<file path="config.mk">
export PLATFORM = sky130hd
export DESIGN_NAME = cal_alarm
export DESIGN_NICKNAME = d
export VERILOG_FILES = /design/src/rtl/cal_alarm_pkg.sv /design/src/rtl/cal_alarm_regs.sv /design/src/rtl/cal_alarm_scan.sv /design/src/rtl/cal_alarm_flag.sv /design/src/rtl/cal_alarm.sv
export SDC_FILE = /design/constraint.sdc
export NUM_CORES = 1
export LEC_CHECK = 0
export BUFFER_PORTS_ARGS = -buffer_cell sky130_fd_sc_hd__buf_2
export CAP_MARGIN = 10
export CELL_PAD_IN_SITES_DETAIL_PLACEMENT = 1
export CELL_PAD_IN_SITES_GLOBAL_PLACEMENT = 1
export CORE_MARGIN = 5
export CORE_UTILIZATION = 35
export CTS_BUF_LIST = sky130_fd_sc_hd__clkbuf_8
export DETAILED_ROUTE_END_ITERATION = 8
export PLACE_DENSITY_LB_ADDON = 0.12
export SYNTH_ARGS = -nofsm -noshare
export SYNTH_HDL_FRONTEND = slang
export SYNTH_SLANG_ARGS = --single-unit
</file>
<file path="constraint.sdc">
create_clock -name clk -period 3.79 [get_ports clk]
set_clock_uncertainty 0.1 [all_clocks]
set_input_delay 0.379 -clock clk [delete_from_list [all_inputs] [get_ports clk]]
set_output_delay 0.379 -clock clk [all_outputs]
set_load 0.05 [all_outputs]
</file>
<file path="src/rtl/cal_alarm_pkg.sv">
package cal_alarm_pkg;

    typedef enum logic [1:0] {
        ST_IDLE  = 2'd0,
        ST_SCAN  = 2'd1,
        ST_HIT   = 2'd2
    } scan_state_t;

endpackage

</file>
<file path="src/rtl/cal_alarm_regs.sv">
module cal_alarm_regs #(
    parameter int FIELDS = 6,
    parameter int FW     = 8,
    parameter int AW     = 3
) (
    input  logic                 clk,
    input  logic                 rst_n,
    input  logic                 wr_en,
    input  logic [AW-1:0]        addr,
    input  logic [FW-1:0]        wdata,
    input  logic                 flag,
    output logic [FIELDS*FW-1:0] alarm_vec,
    output logic                 irq_en,
    output logic                 clr_req,
    output logic [FW-1:0]        rdata
);
    localparam int ADDR_EN   = FIELDS;
    localparam int ADDR_STAT = FIELDS + 1;

    logic [FW-1:0] alarm_q [FIELDS];
    logic          en_q;

    // one byte register per alarm field, address equals field index
    for (genvar g = 0; g < FIELDS; g++) begin : g_field
        always_ff @(posedge clk or negedge rst_n) begin
            if (!rst_n)
                alarm_q[g] <= '0;
            else if (wr_en && addr == AW'(g))
                alarm_q[g] <= wdata;
        end
        assign alarm_vec[g*FW +: FW] = alarm_q[g];
    end

    always_ff @(posedge clk or negedge rst_n) begin
        if (!rst_n)
            en_q <= 1'b0;
        else if (wr_en && addr == AW'(ADDR_EN))
            en_q <= wdata[0];
    end

    assign irq_en  = en_q;
    assign clr_req = wr_en && (addr == AW'(ADDR_STAT)) && wdata[0];

    always_comb begin
        rdata = '0;
        for (int i = 0; i < FIELDS; i++) begin
            if (addr == AW'(i))
                rdata = alarm_q[i];
        end
        if (addr == AW'(ADDR_EN))
            rdata = {{(FW-1){1'b0}}, en_q};
        if (addr == AW'(ADDR_STAT))
            rdata = {{(FW-1){1'b0}}, flag};
    end

endmodule

</file>
<file path="src/rtl/cal_alarm_scan.sv">
module cal_alarm_scan
    import cal_alarm_pkg::*;
#(
    parameter int FIELDS = 6,
    parameter int FW     = 8
) (
    input  logic                 clk,
    input  logic                 rst_n,
    input  logic                 tick,
    input  logic [FIELDS*FW-1:0] cal_now,
    input  logic [FIELDS*FW-1:0] alarm_vec,
    output scan_state_t          state,
    output logic [FIELDS*FW-1:0] snap,
    output logic                 hit
);
    localparam int IW = (FIELDS > 1) ? $clog2(FIELDS) : 1;
    localparam logic [IW-1:0] LAST = IW'(FIELDS - 1);

    scan_state_t        st_q, st_d;
    logic [IW-1:0]      idx_q, idx_d;
    logic [FIELDS*FW-1:0] snap_q;
    logic               load;
    logic [FW-1:0]      snap_f  [FIELDS];
    logic [FW-1:0]      alarm_f [FIELDS];
    logic               same;

    for (genvar g = 0; g < FIELDS; g++) begin : g_view
        assign snap_f[g]  = snap_q[g*FW +: FW];
        assign alarm_f[g] = alarm_vec[g*FW +: FW];
    end

    always_comb begin
        same = 1'b0;
        for (int i = 0; i < FIELDS; i++) begin
            if (idx_q == IW'(i))
                same = (snap_f[i] == alarm_f[i]);
        end
    end

    // next state
    always_comb begin
        st_d  = st_q;
        idx_d = idx_q;
        load  = 1'b0;
        unique case (st_q)
            ST_IDLE: begin
                if (tick) begin
                    st_d  = ST_SCAN;
                    idx_d = '0;
                    load  = 1'b1;
                end
            end
            ST_SCAN: begin
                if (!same)
                    st_d = ST_IDLE;
                else if (idx_q == LAST)
                    st_d = ST_HIT;
                else
                    idx_d = idx_q + IW'(1);
            end
            ST_HIT: begin
                st_d = ST_IDLE;
            end
            default: st_d = ST_IDLE;
        endcase
    end

    // state register
    always_ff @(posedge clk or negedge rst_n) begin
        if (!rst_n) begin
            st_q   <= ST_IDLE;
            idx_q  <= '0;
            snap_q <= '0;
        end else begin
            st_q  <= st_d;
            idx_q <= idx_d;
            if (load)
                snap_q <= cal_now;
        end
    end

    // outputs
    always_comb begin
        state = st_q;
        snap  = snap_q;
        hit   = (st_q == ST_HIT);
    end

endmodule

</file>
<file path="src/rtl/cal_alarm_flag.sv">
module cal_alarm_flag (
    input  logic clk,
    input  logic rst_n,
    input  logic hit,
    input  logic clr_req,
    input  logic irq_en,
    output logic flag,
    output logic irq_n
);
    logic flag_q;

    // a set event has priority over a same-cycle clear
    always_ff @(posedge clk or negedge rst_n) begin
        if (!rst_n)
            flag_q <= 1'b0;
        else if (hit)
            flag_q <= 1'b1;
        else if (clr_req)
            flag_q <= 1'b0;
    end

    assign flag  = flag_q;
    assign irq_n = ~(flag_q & irq_en);

endmodule

</file>
<file path="src/rtl/cal_alarm.sv">
module cal_alarm
    import cal_alarm_pkg::*;
#(
    parameter int FIELDS = 6,
    parameter int FW     = 8,
    parameter int AW     = 3
) (
    input  logic                 clk,
    input  logic                 rst_n,
    input  logic                 tick,
    input  logic [FIELDS*FW-1:0] cal_now,
    input  logic                 wr_en,
    input  logic [AW-1:0]        addr,
    input  logic [FW-1:0]        wdata,
    output logic [FW-1:0]        rdata,
    output logic                 irq_n
);
    logic [FIELDS*FW-1:0] alarm_vec;
    logic                 irq_en;
    logic                 clr_req;
    logic                 flag;
    logic                 hit;
    scan_state_t          st;
    logic [FIELDS*FW-1:0] snap;

    cal_alarm_regs #(.FIELDS(FIELDS), .FW(FW), .AW(AW)) u_regs (
        .clk       (clk),
        .rst_n     (rst_n),
        .wr_en     (wr_en),
        .addr      (addr),
        .wdata     (wdata),
        .flag      (flag),
        .alarm_vec (alarm_vec),
        .irq_en    (irq_en),
        .clr_req   (clr_req),
        .rdata     (rdata)
    );

    cal_alarm_scan #(.FIELDS(FIELDS), .FW(FW)) u_scan (
        .clk       (clk),
        .rst_n     (rst_n),
        .tick      (tick),
        .cal_now   (cal_now),
        .alarm_vec (alarm_vec),
        .state     (st),
        .snap      (snap),
        .hit       (hit)
    );

    cal_alarm_flag u_flag (
        .clk     (clk),
        .rst_n   (rst_n),
        .hit     (hit),
        .clr_req (clr_req),
        .irq_en  (irq_en),
        .flag    (flag),
        .irq_n   (irq_n)
    );

endmodule

</file>
# After elaboration in Yosys (flattened, before gate mapping)
# Index checks and enable logic that the tools add are counted.
# word_totals
regBits,103
out_inout_bits,9
elab_cells,80
# op_classes
n_addsub,1
eq_ne,24
muxes,26
n_bitwise,2
n_reduce_logical,16
# ops
op,n
$mux 8,8
$eq 8x8->1,6
$eq 3x3->1 const B,6
$eq 3x2->1 const B,4
$mux 1,10
$logic_and 1x1->1,9
$mux 3,3
$eq 3x1->1 const B,2
$logic_not 3->1,2
$mux 2,3
$pmux 3 s2,1
$ne 2x2->1 const B,2
$pmux 2 s2,1
$reduce_and 4->1,1
$reduce_bool 2->1,2
$add 3x1->3 const B,1
$ne 3x3->1 const B,1
$eq 2x1->1 const B,1
$eq 2x2->1 const B,1
$logic_not 2->1,1
$ne 2x1->1 const B,1
$reduce_and 2->1,1
$and 1x1->1,1
$not 1->1,1

# Longest topological paths before layout
# depth
word_depth,9
depth_mapped,8
mapped_depth_nobuf,8

# Hierarchy
# Synthesis repeated with hierarchy kept, for this count alone.
# hier_totals
hier_cells,394
hier_area_um2,5172.5
# modules_own_cells
mod,instances,cells_each,area_per_inst_um2,seq_area_each_um2
cal_alarm_scan,1,221,2773.9,1326.3
cal_alarm_regs,1,169,2358.5,1226.2
cal_alarm_flag,1,4,40.0,25.0

# Least setup slack after synthesis
# Ideal clock, no wire load.
# synth_timing
kind,input to output
from,input addr[0]
to,output rdata[2]
arrival_ns,2.799
setup_slack_ns,0.512
stages,5
n_path_buf,3
path_cell_list,clkbuf_1 buf_4 buf_2 nor2_1 o41ai_1
# synth_via
elab_chain_cells,9
elab_cells_between_ends,16
classes_between,7 x eq/ne; 8 x mux; 1 x reduce/logical
# synth_rtl
element,line,source
from (decl),cal_alarm.sv:13,"input logic [AW-1:0] addr,"
$logic_not 3->1,cal_alarm_regs.sv:47,if (addr == AW'(i))
$mux 8 (6 in a row),cal_alarm_regs.sv:47,
$mux 8,cal_alarm_regs.sv:50,if (addr == AW'(ADDR_EN))
$mux 8 (*),cal_alarm_regs.sv:52,if (addr == AW'(ADDR_STAT))
to (decl),cal_alarm.sv:15,"output logic [FW-1:0] rdata,"
# Mark *: on every way between the ends. The rest lies on a longest branch, timed or not.

# Final worst setup path
# Ends and elaborated chain as after synthesis.

==> impl_metrics.xml <==
<?xml version="1.0" encoding="UTF-8"?>
<metrics>
  <group name="synthesis">
    <metric name="synth_edf_count" unit="">0</metric>
    <metric name="ys_dominant_reg_cell" unit="">dfrtp_1</metric>
    <metric name="postSynthAreaPerCell" unit="sq um">10.4</metric>
    <metric name="yosys_warnings" unit="">0</metric>
    <metric name="synth_seq_area_share" unit="">0.518</metric>
    <metric name="synth_fp_nets" unit="">546</metric>
    <metric name="yosys_register_bits" unit="">103</metric>
    <metric name="post_synth_inst_count" unit="">478</metric>
    <metric name="netlist_cell_types" unit="">37</metric>
    <metric name="postSynth.asyncResetShare" unit="">1.00</metric>
    <metric name="synthesized_cell_area" unit="sq mm">0.00497</metric>
  </group>
  <group name="grt">
    <metric name="globalRouteOverflowTotal" unit="">0</metric>
    <metric name="grt_pass1_wl" unit="um">21400</metric>
    <metric name="grt_pass1_vias" unit="">3865</metric>
    <metric name="number_of_antenna_violations_at_the_first_check_in_global_routing" unit="">0</metric>
    <metric name="grt_use_total" unit="">0.168</metric>
    <metric name="grt_start_max_net_pins" unit="">75</metric>
  </group>
  <group name="pwr">
    <metric name="leakage" unit="uW">0.00275</metric>
    <metric name="worst_ir_drop_vdd" unit="uV">187</metric>
    <metric name="cellPowerDensity" unit="mW/mm^2">502</metric>
  </group>
  <group name="clock_tree">
    <metric name="clock_buffer_count_from_cts" unit="">9</metric>
    <metric name="clock_sink_count" unit="">103</metric>
    <metric name="worst_skew_pair.late_latency" unit="ns">0.38</metric>
    <metric name="cts.reportedPaths.clkPinSlew" unit="ns">0.09</metric>
    <metric name="clockRootBuffer" unit="">clkbuf_8</metric>
    <metric name="cts_tree" unit="">built</metric>
    <metric name="post_cts_resized" unit="">0</metric>
    <metric name="holdBufCountCts" unit="">0</metric>
    <metric name="cts_max_path_buffers" unit="">2</metric>
    <metric name="ctsHtreeMaxLevel" unit="">3</metric>
    <metric name="cts_setup_buffers" unit="">0</metric>
  </group>
  <group name="sta">
    <metric name="period_minus_slack" unit="ns">2.60</metric>
    <metric name="fin_tns_setup" unit="ns">0</metric>
    <metric name="hold_violations" unit="">0</metric>
    <metric name="setup_repair_after_global_routing_missed_its_margin" unit="">false</metric>
    <metric name="slew-limit-headroom" unit="">0.372</metric>
    <metric name="pins_over_their_slew_limit" unit="">0</metric>
    <metric name="finalSetupViolCount" unit="">0</metric>
    <metric name="slew_at_the_pin_closest_to_its_max_slew_limit" unit="ns">0.942</metric>
    <metric name="min_period_over_period" unit="">0.687</metric>
    <metric name="clock.fmax" unit="MHz">384</metric>
  </group>
  <group name="floorplanning">
    <metric name="placementRows" unit="">43</metric>
    <metric name="total_i_o_pin_count" unit="">72</metric>
    <metric name="initial_core_util" unit="">0.358</metric>
    <metric name="area_of_the_core" unit="sq mm">0.0139</metric>
    <metric name="die-width" unit="um">129</metric>
    <metric name="die_h" unit="um">129</metric>
    <metric name="fp.dieArea" unit="sq mm">0.0167</metric>
  </group>
  <group name="setup_path">
    <metric name="timing.critical_path.slowest_cell_delay" unit="ns">0.50</metric>
    <metric name="critical_path_slowest_stage_cell" unit="">buf_2</metric>
    <metric name="register_to_register_setup_slack" unit="ns">1.38</metric>
    <metric name="worstPathMaxFanout" unit="">24</metric>
    <metric name="data_arrival_time_of_the_critical_path" unit="ns">2.12</metric>
    <metric name="timing_worst_setup_path_type" unit="">primary input to output port</metric>
    <metric name="crit_path_cell_trace" unit="">buf_2 -&gt; nand2_1 -&gt; nor2_1 -&gt; nand2_1 -&gt; a21o_1 -&gt; o41ai_1 -&gt; buf_2</metric>
    <metric name="cp_delay_by_family_top" unit="">buffers and inverters</metric>
    <metric name="worstPathBufferInverterCount" unit="">2</metric>
    <metric name="ff2ff_path_depth" unit="">8</metric>
    <metric name="crit-reg2reg-launch" unit="">u_scan.idx_q[0]$_DFFE_PN0P_</metric>
    <metric name="crit_path_end_kind" unit="">output port</metric>
    <metric name="start_kind" unit="">primary input</metric>
    <metric name="r2r-end" unit="">u_scan.idx_q[1]$_DFFE_PN0P_</metric>
    <metric name="worst_endpoint_required_time" unit="ns">3.31</metric>
  </group>
  <group name="route">
    <metric name="drt-wirelength-per-cell" unit="um">17.9</metric>
    <metric name="dr.first_iter.drc_count" unit="">133</metric>
    <metric name="final_antenna_net_count" unit="">0</metric>
    <metric name="vias" unit="">3551</metric>
    <metric name="drt-vias-per-instance" unit="">4.88</metric>
    <metric name="drt_pre_antenna_iters" unit="">4</metric>
    <metric name="drc" unit="">0</metric>
    <metric name="totalWireLength" unit="um">13000</metric>
  </group>
  <group name="finish">
    <metric name="layout.nets" unit="">612</metric>
    <metric name="antenna_cells" unit="">0</metric>
    <metric name="fin_cells" unit="">728</metric>
    <metric name="area_growth_syn_to_layout" unit="%">14.6</metric>
    <metric name="share_of_layout_cells_above_drive_strength_1" unit="">0.274</metric>
    <metric name="design_area" unit="sq mm">0.00570</metric>
    <metric name="util_after_layout" unit="">0.411</metric>
  </group>
  <group name="placement">
    <metric name="finalWeightedCongestion" unit="">0.814</metric>
    <metric name="post-place-cells" unit="">713</metric>
    <metric name="number_of_buffers_inserted_by_port_buffering" unit="">71</metric>
    <metric name="dp_hpwl" unit="um">9920</metric>
    <metric name="place_area" unit="sq mm">0.00550</metric>
  </group>
  <group name="hold_path">
    <metric name="hold_class" unit="">primary input to async pin</metric>
  </group>
  <group name="job">
    <metric name="max_cap_viol" unit="">0</metric>
  </group>
  <group name="run_status">
    <metric name="run_status" unit="">finished clean</metric>
  </group>
</metrics>
[cell type report]
class / instances / area, sq um
clock buffer: 11 / 151
clock inverter: 4 / 46.3
fill: 1585 / 8180
inverter: 4 / 15.0
multi-input combinational: 352 / 2300
sequential: 103 / 2580
tap: 180 / 225
timing repair buffer: 74 / 380
[registers in the layout, indices dropped and copies added, names as in the netlist]
register / cells
u_regs.alarm_vec: 48
u_scan.snap: 48
u_scan.idx_q: 3
u_scan.state: 2
u_flag.flag: 1
u_regs.irq_en: 1
[cell families (layout without fill, tap and decap cells)]
group / count (synthesis) / after routing / share of synthesized area
AND/OR/NAND/NOR: 208 / 208 / 0.178
flip-flops: 103 / 103 / 0.518
multiplexers: 67 / 67 / 0.153
XOR/XNOR: 48 / 48 / 0.0846
AO/OA/AOI/OAI: 24 / 24 / 0.0350
buffers and inverters: 23 / 93 / 0.0184
adder cells (fa/ha/maj): 5 / 5 / 0.0126
[worst max path at each step]
stage / start / to / slack (ns) / depth (start not counted)
finish: addr[0] / rdata[2] / 1.19 / 7
global route: addr[0] / rdata[2] / 0.98 / 7
CTS: addr[0] / rdata[2] / 1.14 / 7
detailed placement: addr[0] / rdata[2] / 1.16 / 7
global placement: addr[0] / rdata[2] / 1.22 / 7
floorplan: addr[0] / rdata[2] / 0.51 / 5
[metrics by stage]
step | worst slack (ns) | power (uW) | hold WS, ns
2_1_floorplan | 0.512 | 1940 | -0.0166
3_3_place_gp | 1.22 | 2170 | 0.382
3_5_place_dp | 1.16 | 2200 | 0.387
4_1_cts | 1.14 | 2920 | 0.0591
5_1_grt | 0.980 | 3050 | 0.0710
6_report | 1.19 | 2860 | 0.0270
[where the power goes]
part           leakage, uW  switching [uW]  total, uW  internal (uW)
combinational      0.00139             354        665            311
clock             0.000103             373        708            335
sequential         0.00126             192       1490           1300
[layout by cell type (no fill, tap or decap), types with 2 or more instances in the layout]
| master | synthesis | routed |
|---|---|---|
| mux2i_1 | 15 | 15 |
| or2_2 | 2 | 2 |
| nor3_1 | 3 | 3 |
| o21ai_0 | 3 | 3 |
| mux4_2 | 2 | 2 |
| xor2_1 | 28 | 28 |
| nor3b_2 | 2 | 2 |
| inv_1 | 4 | 5 |
| buf_2 | 1 | 70 |
| nor2b_1 | 2 | 2 |
| buf_4 | 1 | 4 |
| mux2_2 | 50 | 50 |
| nand3_1 | 4 | 4 |
| ha_1 | 5 | 5 |
| clkbuf_8 | 0 | 11 |
| xnor2_1 | 20 | 20 |
| nor4_1 | 7 | 7 |
| dfrtp_1 | 103 | 103 |
| a21oi_1 | 8 | 8 |
| nor3_2 | 2 | 2 |
| nand4_1 | 6 | 6 |
| nand2b_1 | 2 | 2 |
| nor2_1 | 12 | 12 |
| o221ai_1 | 6 | 6 |
| nand2_1 | 161 | 161 |
[synthesized netlist by cell type, types with 3 or more instances]
| cell type | count | area share |
|---|---|---|
| a21oi_1 | 8 | 0.0081 |
| nor3_1 | 3 | 0.0030 |
| o21ai_0 | 3 | 0.0030 |
| nand3_1 | 4 | 0.0040 |
| mux2i_1 | 15 | 0.030 |
| inv_1 | 4 | 0.0030 |
| mux2_2 | 50 | 0.11 |
| ha_1 | 5 | 0.013 |
| nand4_1 | 6 | 0.0076 |
| clkbuf_1 | 17 | 0.013 |
| xor2_1 | 28 | 0.049 |
| dfrtp_1 | 103 | 0.52 |
| xnor2_1 | 20 | 0.035 |
| nor2_1 | 12 | 0.0091 |
| nand2_1 | 161 | 0.12 |
| nor4_1 | 7 | 0.0088 |
| o221ai_1 | 6 | 0.011 |
[routing by layer]
metal	routed length [um]	track usage
met1	5920	0.220
met2	6520	0.286
met3	428	0.0350
met4	177	0.0445
met5	0	0
(Power assumes the default switching activity.)
